`src/rtl/evtirq_pkg.sv`:
```
package evtirq_pkg;

    localparam int EVT_COUNT = 8;
    localparam int EVT_IDX_W = $clog2(EVT_COUNT);

    typedef logic [EVT_COUNT-1:0] evt_mask_t;
    typedef logic [EVT_IDX_W-1:0] evt_idx_t;

    // An incoming event request
    typedef struct packed {
        logic     valid;
        evt_idx_t idx;
    } evt_req_t;

    // Result of a priority search over the mask
    typedef struct packed {
        logic     hit;
        evt_idx_t idx;
    } evt_pick_t;

    // Lowest set bit of m whose position is at or above start
    function automatic evt_pick_t pick_lowest_from(evt_mask_t m, evt_idx_t start);
        evt_pick_t r;
        r = '0;
        for (int i = EVT_COUNT - 1; i >= 0; i--) begin
            if (m[i] && (i >= int'(start))) begin
                r.hit = 1'b1;
                r.idx = evt_idx_t'(i);
            end
        end
        return r;
    endfunction

    function automatic evt_mask_t onehot_of(evt_idx_t idx);
        return evt_mask_t'(1) << idx;
    endfunction

endpackage

```
`src/rtl/ack_counter.sv`:
```
module ack_counter #(
    parameter int ACK_DIV = 4
) (
    input  logic clk,
    input  logic rst,
    input  logic ack_i,
    output logic retire_o
);
    localparam int CNT_W = (ACK_DIV > 1) ? $clog2(ACK_DIV) : 1;
    localparam logic [CNT_W-1:0] CNT_LAST = CNT_W'(ACK_DIV - 1);

    logic [CNT_W-1:0] cnt_q;

    assign retire_o = ack_i && (cnt_q == CNT_LAST);

    always_ff @(posedge clk) begin
        if (rst) begin
            cnt_q <= '0;
        end else if (ack_i) begin
            if (cnt_q == CNT_LAST) cnt_q <= '0;
            else                   cnt_q <= cnt_q + 1'b1;
        end
    end

    // the count restarts after the retiring write
    assert_cnt_wrap_R6: assert property (@(posedge clk) disable iff (rst)
        retire_o |=> (cnt_q == '0));

    // a write that is not the last one advances the count
    assert_cnt_step_R5: assert property (@(posedge clk) disable iff (rst)
        (ack_i && !retire_o) |=> (cnt_q != '0));

endmodule

```
`src/rtl/pend_tracker.sv`:
```
module pend_tracker
    import evtirq_pkg::*;
(
    input  logic      clk,
    input  logic      rst,
    input  logic      retire_i,
    input  evt_req_t  req_i,
    output evt_mask_t mask_o,
    output evt_mask_t mask_mid_o,
    output evt_pick_t cleared_o
);
    evt_mask_t mask_q;
    evt_mask_t mask_d;

    always_comb begin
        cleared_o  = pick_lowest_from(mask_q, '0);
        mask_mid_o = mask_q;
        if (retire_i && cleared_o.hit)
            mask_mid_o = mask_q & ~onehot_of(cleared_o.idx);
        // new event applied after the clear
        mask_d = mask_mid_o;
        if (req_i.valid)
            mask_d = mask_mid_o | onehot_of(req_i.idx);
    end

    always_ff @(posedge clk) begin
        if (rst) mask_q <= '0;
        else     mask_q <= mask_d;
    end

    assign mask_o = mask_q;

    // a raised event is pending on the next cycle
    assert_evt_sets_R2: assert property (@(posedge clk) disable iff (rst)
        req_i.valid |=> mask_q[$past(req_i.idx)]);

    // non-retiring acknowledges without events leave the mask alone
    assert_ack_quiet_R5: assert property (@(posedge clk) disable iff (rst)
        (!retire_i && !req_i.valid) |=> $stable(mask_q));

    // a retire with no event removes exactly one pending bit
    assert_retire_one_R6: assert property (@(posedge clk) disable iff (rst)
        (retire_i && !req_i.valid && (mask_q != '0)) |=>
            ($countones(mask_q) == $countones($past(mask_q)) - 1));

endmodule

```
`src/rtl/num_select.sv`:
```
module num_select
    import evtirq_pkg::*;
(
    input  logic      clk,
    input  logic      rst,
    input  logic      retire_i,
    input  evt_pick_t cleared_i,
    input  evt_mask_t mask_mid_i,
    input  evt_req_t  req_i,
    output evt_idx_t  num_o
);
    evt_idx_t  num_q;
    evt_idx_t  num_mid;
    evt_idx_t  num_d;
    evt_pick_t next_pick;

    always_comb begin
        next_pick = pick_lowest_from(mask_mid_i, cleared_i.idx);
        num_mid   = num_q;
        if (retire_i && cleared_i.hit && next_pick.hit)
            num_mid = next_pick.idx;
        num_d = num_mid;
        if (req_i.valid && ((num_mid == '0) || (req_i.idx < num_mid)))
            num_d = req_i.idx;
    end

    always_ff @(posedge clk) begin
        if (rst) num_q <= '0;
        else     num_q <= num_d;
    end

    assign num_o = num_q;

    // a smaller event index takes the register when no retire happens
    assert_smaller_wins_R4: assert property (@(posedge clk) disable iff (rst)
        (req_i.valid && !retire_i && (req_i.idx < num_q)) |=> (num_q == $past(req_i.idx)));

    // a larger index does not displace a non-zero number
    assert_larger_loses_R4: assert property (@(posedge clk) disable iff (rst)
        (req_i.valid && !retire_i && (num_q != '0) && (req_i.idx >= num_q)) |=> $stable(num_q));

endmodule

```
`src/rtl/evt_irq_ctrl.sv`:
```
module evt_irq_ctrl
    import evtirq_pkg::*;
#(
    parameter int ACK_DIV = 4
) (
    input  logic                 clk,
    input  logic                 rst,
    input  logic                 evt_valid_i,
    input  logic [EVT_IDX_W-1:0] evt_idx_i,
    input  logic                 ack_wr_i,
    output logic                 irq_o,
    output logic [EVT_IDX_W-1:0] evt_num_o,
    output logic [EVT_COUNT-1:0] pend_mask_o
);
    evt_req_t  req;
    logic      retire;
    evt_mask_t mask_q;
    evt_mask_t mask_mid;
    evt_pick_t cleared;
    logic      irq_q;

    assign req.valid = evt_valid_i;
    assign req.idx   = evt_idx_i;

    ack_counter #(.ACK_DIV(ACK_DIV)) u_ack (
        .clk      (clk),
        .rst      (rst),
        .ack_i    (ack_wr_i),
        .retire_o (retire)
    );

    pend_tracker u_pend (
        .clk        (clk),
        .rst        (rst),
        .retire_i   (retire),
        .req_i      (req),
        .mask_o     (mask_q),
        .mask_mid_o (mask_mid),
        .cleared_o  (cleared)
    );

    num_select u_num (
        .clk        (clk),
        .rst        (rst),
        .retire_i   (retire),
        .cleared_i  (cleared),
        .mask_mid_i (mask_mid),
        .req_i      (req),
        .num_o      (evt_num_o)
    );

    // Request line: set by any arrival, dropped when a retire empties the set
    always_ff @(posedge clk) begin
        if (rst)                                    irq_q <= 1'b0;
        else if (req.valid)                         irq_q <= 1'b1;
        else if (retire && (mask_mid == '0))        irq_q <= 1'b0;
    end

    assign irq_o       = irq_q;
    assign pend_mask_o = mask_q;

    // request line mirrors a non-empty pending set
    assert_irq_tracks_R3: assert property (@(posedge clk) disable iff (rst)
        irq_o == (pend_mask_o != '0));

    // retire on an empty set changes nothing visible
    assert_empty_retire_R9: assert property (@(posedge clk) disable iff (rst)
        (retire && !evt_valid_i && (pend_mask_o == '0)) |=>
            ($stable(evt_num_o) && (pend_mask_o == '0)));

    // an event coincident with a retire is never lost
    assert_coincident_kept_R8: assert property (@(posedge clk) disable iff (rst)
        (retire && evt_valid_i) |=> pend_mask_o[$past(evt_idx_i)]);

endmodule

```
`config.mk`:
```
export PLATFORM = sky130hd
export DESIGN_NAME = evt_irq_ctrl
export DESIGN_NICKNAME = d
export VERILOG_FILES = /design/src/rtl/evtirq_pkg.sv /design/src/rtl/ack_counter.sv /design/src/rtl/pend_tracker.sv /design/src/rtl/num_select.sv /design/src/rtl/evt_irq_ctrl.sv
export SDC_FILE = /design/constraint.sdc
export NUM_CORES = 1
export LEC_CHECK = 0
export CAP_MARGIN = 15
export CORE_MARGIN = 10
export CORE_UTILIZATION = 61
export CTS_CLUSTER_DIAMETER = 100
export DETAILED_ROUTE_END_ITERATION = 7
export DONT_BUFFER_PORTS = 1
export PLACE_DENSITY = 0.85
export SYNTH_ARGS = -nofsm -noshare
export SYNTH_HDL_FRONTEND = slang
export SYNTH_SLANG_ARGS = --single-unit
export TNS_END_PERCENT = 50
```
`constraint.sdc`:
```
create_clock -name clk -period 3.2 [get_ports clk]
set_input_delay 0.16 -clock clk [delete_from_list [all_inputs] [get_ports clk]]
set_output_delay 0.16 -clock clk [all_outputs]
set_load 0.01 [all_outputs]
```
### After elaboration in Yosys (flattened, before gate mapping)

Index checks and enable logic that the tools add are counted.

* add/subtract/negate cells: 1
* $mul: 0
* divide/modulo/power cells: 0
* $lt $le $gt $ge: 8
* eq/ne operators: 1
* shift operators: 2
* multiplexer cells: 23
* bitwise operators: 3
* reductions and logical operators: 16

Operators with widths (count)
* two-way mux 4 bit: 16
* two-way mux 8 bit: 2
* << shifter 1 x 3 -> 8 bit, first input constant: 2
* logical AND 1 bit: 12
* >= comparator 3 bit, first input constant: 3
* bitwise AND 8 bit: 1
* logical NOT 8 bit: 1
* NOT 8 bit: 1
* OR 8 bit: 1
* >= comparator 1 x 3 -> 1 bit, first input constant: 2
* >= comparator 2 x 3 -> 1 bit, first input constant: 2
* two-way mux 3 bit: 2
* logical NOT 3 bit: 1
* < comparator 3 bit: 1
* adder 2 x 1 -> 2 bit, second input constant: 1
* equality test 2 bit, second input constant: 1
* two-way mux 1 bit: 2
* two-way mux 2 bit: 1
* nonzero test 2 bit: 1
* logical OR 1 bit: 1

* bits in registers: 14
* latch bits: 0
* bits in writable memories: 0
* memory bits (read-only): 0
* input bits: 7
* output and inout bits: 12
* memories: 0

### Logic depth before layout (Yosys ltp)

* word-level depth: 26
* depth in mapped cells: 14
* gate-level depth less buffers: 12

### Hierarchy

A second synthesis with hierarchy kept.

* cells, all modules: 135
* area total of the unflattened synthesis: 1068.5 sq um

By module, submodules not included
* pend_tracker: times used 1, cells an instance 63, area each 471.7 sq um, sequential area each 160.2 sq um
* num_select: times used 1, cells an instance 57, area each 445.4 sq um, sequential area each 60.1 sq um
* ack_counter: times used 1, cells an instance 9, area each 92.6 sq um, sequential area each 40.0 sq um
* evt_irq_ctrl: times used 1, cells an instance 6, area each 58.8 sq um, sequential area each 20.0 sq um

### Worst setup path after synthesis

Ideal clock, no wire load.

* path kind: register -> register
* from: reg u_ack.cnt_q[0]
* to: reg u_num.num_q[1], in the netlist u_num.num_o[1]
* library setup time: 74 ps
* data arrival time: 2763 ps
* required time: 3126 ps
* slack: 363 ps
* stages on the path, launching flop included: 15
* path buffers: 2
* clock period less this slack: 2837 ps
* cell sequence: dfxtp_1 -> ha_1 -> nand4bb_1 -> buf_2 -> or3_1 -> buf_2 -> a211oi_1 -> o311ai_0 -> o21a_1 -> ha_1 -> o21a_1 -> nor2_1 -> mux2_4 -> nand3_2 -> a31oi_2

* word-level cells in the longest chain between the ends: 18
* elaborated cells between the ends (all ways): 26
* those cells by class: 1 x order compare; 1 x eq/ne; 11 x mux; 13 x reduce/logical

RTL lines
* start, declared: RTL line ack_counter.sv:12 `logic [CNT_W-1:0] cnt_q;`
* start signal, assigned: RTL line ack_counter.sv:21 `else cnt_q <= cnt_q + 1'b1;`
* equality test 2 bit (*): RTL line ack_counter.sv:14 `assign retire_o = ack_i && (cnt_q == CNT_LAST);`
* logical AND 1 bit (*): RTL line ack_counter.sv:14
* logical AND 1 bit (*): RTL line pend_tracker.sv:18, num_select.sv:20
* two-way mux 8 bit: RTL line pend_tracker.sv:18 `if (retire_i && cleared_o.hit)`
* two-way mux 4 bit / logical AND 1 bit (equally long branches): RTL line evtirq_pkg.sv:26 `if (m[i] && (i >= int'(start))) begin`
* two-way mux 4 bit (7 in a row): RTL line evtirq_pkg.sv:26
* logical AND 1 bit: RTL line num_select.sv:20 `if (retire_i && cleared_i.hit && next_pick.hit)`
* two-way mux 3 bit (*): RTL line num_select.sv:20
* < comparator 3 bit / logical NOT 3 bit (equally long branches): RTL line num_select.sv:23 `if (req_i.valid && ((num_mid == '0) || (req_i.idx < num_mid)))`
* logical OR 1 bit: RTL line num_select.sv:23
* logical AND 1 bit: RTL line num_select.sv:23
* two-way mux 3 bit (*): RTL line num_select.sv:23
* end signal, assigned: RTL line num_select.sv:29 `else num_q <= num_d;`
* end, declared: RTL line num_select.sv:12 `evt_idx_t num_q;`

Mark *: on every way between the ends. The rest lies on a longest branch, timed or not.
A chain may end at the register's enable or synchronous reset.

### Worst setup path after layout

* from: reg u_pend.mask_q[2], in the netlist u_pend.mask_o[2]
* to: reg u_num.num_q[0], in the netlist u_num.num_o[0]

* word-level cells in the longest chain between the ends: 21
* elaborated cells between the ends (all ways): 37
* those cells by class: 8 x order compare; 1 x shift; 14 x mux; 2 x bitwise; 12 x reduce/logical

RTL lines
* start, declared: RTL line pend_tracker.sv:12 `evt_mask_t mask_q;`
* start signal, assigned: RTL line pend_tracker.sv:28 `else mask_q <= mask_d;`
* two-way mux 4 bit (3 in a row): RTL line evtirq_pkg.sv:26
* << shifter 1 x 3 -> 8 bit: RTL line evtirq_pkg.sv:35 `return evt_mask_t'(1) << idx;`
* NOT 8 bit: RTL line pend_tracker.sv:19 `mask_mid_o = mask_q & ~onehot_of(cleared_o.idx);`
* bitwise AND 8 bit: RTL line pend_tracker.sv:19
* two-way mux 8 bit: RTL line pend_tracker.sv:18
* two-way mux 4 bit / logical AND 1 bit (equally long branches): RTL line evtirq_pkg.sv:26
* two-way mux 4 bit (7 in a row): RTL line evtirq_pkg.sv:26
* logical AND 1 bit: RTL line num_select.sv:20
* two-way mux 3 bit (*): RTL line num_select.sv:20
* < comparator 3 bit / logical NOT 3 bit (equally long branches): RTL line num_select.sv:23
* logical OR 1 bit: RTL line num_select.sv:23
* logical AND 1 bit: RTL line num_select.sv:23
* two-way mux 3 bit (*): RTL line num_select.sv:23

Marked as above.

==> impl_metrics.toml <==
[route]
antenna_left = 0
wirelength_um = 2690
routed-via-count = 1084
drt-vias-per-instance = 6.53
avgRoutedWirePerCell_um = 16.2
drcViolationCount = 0
drtPass1Iterations = 4
drt_iter0_drc = 46

[timing]
slew_headroom_pct = 69.4
post-route-period-util_pct = 92.6
finalSetupViolCount = 0
min_period_ns = 2.96
worstMarginPinSlew_ns = 0.447
rsz0062_at_grt = "no"
timing.setup.tns_ns = 0
hold_viol_final = 0
clock_skew_ns = 0.00111
report.final.slew_viol_count = 0
fmax_mhz = 338
fin_hold_ws_ns = 0.0187

[cells_and_area]
antenna_cells = 0
finalCoreUtilization_pct = 68.3
drive_gt1_share_pct = 13.5
fin_cells = 166
fin_nets = 152
fillCellCount = 154
final_cell_area_um2 = 1180
area_growth_pct = 7.04

[die]
dieWidth_um = 62.5
start_util_pct = 63.8
die_y_um = 62.5
num_rows = 15
fp.coreArea_um2 = 1730
dieArea_um2 = 3910
io_pins = 19

[logic_synthesis]
synth_common_cells = "16 x nand2_1, 15 x nor2_1, 14 x dfxtp_1, 12 x a21oi_1"
synth_cell_type_count = 49
synth_area_per_cell_um2 = 7.82
synth.most_common_cell = "nand2_1"
synth_top_area_cell = "dfxtp_1"
synth_async_sr_flop_share_pct = 0
synthFlopType = "dfxtp_1"
synth-seq-cells = 14
yosysWarnings = 0
synth-edff-count = 0
yosys-top-cells-area = "dfxtp_1 25%, a21oi_1 5.4%, nand2_1 5.4%, nor2_1 5.1%, ha_1 3.4%"
syn-cell-area_um2 = 1100
ys_seq_area_share_pct = 25.4
yosysTopAreaCellShare_pct = 25.4
synth_nets = 151
syn-instance-count = 141

[worst_setup_path]
path_class = "reg2reg"
arrival_ns = 3.12
end_kind = "register"
worst_ep_required_time_ns = 3.36
r2r_start = "u_pend.mask_o[2]$_SDFF_PP0_"
path_max_fanout = 10
crit_path_start = "u_pend.mask_o[2]$_SDFF_PP0_"
startpoint_type = "register"

[power_and_ir_drop]
powerDensity_nw_per_um2 = 379
ir_drop_mv = 0.383
p_leak_uw = 0.000442

[clock_network]
path_clk_slew_ns = 0.08
cts_tree = "built"
clockBufferDepth = 2
cts_inserted_buffers = 3
cts_max_level = 1
cts_root_buf = "clkbuf_4"
cts_sinks = 14
post-cts-setup-buffers = 0
insertion_delay_ns = 0.28

[grt]
grt_max_degree = 13
grt_pass1_vias = 995
gr-total-overflow = 0
met1_usage_pct = 17.7
grt_use_total_pct = 14.2
gr-usage-met2_pct = 21.4
grt_antenna_before_repair = 0
met3_usage_pct = 5.02
grt_busiest_layer = "met2"
grt_pass1_wl_um = 4720

[placement]
placed_area_um2 = 1110
port_buffers = 0
dp_hpwl_um = 2090
gp_congestion = 0.992
place_inst = 161

[hold_path]
hp-start = "evt_idx_i[1]"
min_path_type = "in2reg"

[outcome]
outcome = "finished clean"

[job]
maxCapViolations = 0
-- final timing paths --
check / end / slack [ns] / cells past startpoint
max: u_num.num_o[0]$_SDFF_PP0_ / 0.24 / 10
min: u_pend.mask_o[6]$_SDFF_PP0_ / 0.02 / 2
max reg2reg: u_num.num_o[0]$_SDFF_PP0_ / 0.24 / 10
min reg2reg: irq_o$_SDFFE_PP0P_ / 0.52 / 2
-- critical path, stage by stage, from the launching register on --
cell,delay [ns]
dfxtp_1,0.43
or2_4,0.33
or3_1,0.46
a2111o_1,0.42
nand3_2,0.15
ha_1,0.26
a21oi_1,0.17
nand2_1,0.10
a21boi_0,0.17
a311oi_1,0.25
nor3_1,0.08
-- layout make-up --
| type | instances | area [um^2] | area share, % |
|---|---|---|---|
| multi-input combinational | 114 | 776 | 65.7 |
| sequential | 14 | 282 | 23.9 |
| timing repair buffer | 5 | 40.0 | 3.39 |
| clock buffer | 4 | 36.3 | 3.08 |
| tap | 25 | 31.3 | 2.65 |
| inverter | 4 | 15.0 | 1.27 |
-- repair_timing --
action                     in CTS  in global routing
setup endpoints to repair       0                  3
hold buffers                    1                  0
hold endpoints to repair       12                  0
resized for setup               0                  5
-- placed cells by master, fill, tap and decap left out, drive strengths merged, types with 4 or more instances in the layout --
cell / n
nand2: 16
nor2: 15
dfxtp: 14
a21oi: 12
o21ai: 7
nand3b: 4
o21a: 4
inv: 4
buf: 4
clkbuf: 4
nand3: 4
-- sequential cells by signal, summed over array words and instances (netlist names) --
| register | count |
|---|---|
| irq_o | 1 |
| u_num.num_o | 3 |
| u_ack.cnt_q | 2 |
| u_pend.mask_o | 8 |
-- layer usage --
| metal | wire (um) | up-vias |
|---|---|---|
| li1 | - | 534 |
| met1 | 1190 | 500 |
| met2 | 1220 | 40 |
| met3 | 213 | 10 |
| met4 | 70 | 0 |
| met5 | 0 | - |
-- through the flow --
step                      worst slack, ns  total power, uW
after floorplan                     0.363              301
after global placement              0.190              313
after CTS                           0.111              447
after global routing               0.0584              478
final                               0.238              447
after detailed placement            0.135              317
-- power breakdown --
group          internal, uW  switching (uW)  total, uW
sequential              187            20.8        208
clock                  69.4            56.9        126
combinational          49.7            63.2        113
total                   306             141        447
-- kinds of logic (layout without fill, tap and decap cells) --
family          count (synthesis)  count (layout)  synth area share [%]
simple gates                   59              59                  28.6
compound gates                 46              46                  30.8
flops                          14              14                  25.4
buf+inv                        13              13                  6.02
fa+ha+maj                       5               5                  5.22
mux                             3               3                  3.18
xor+xnor                        1               1                 0.795
No activity file was read; power rests on OpenSTA's default activity.
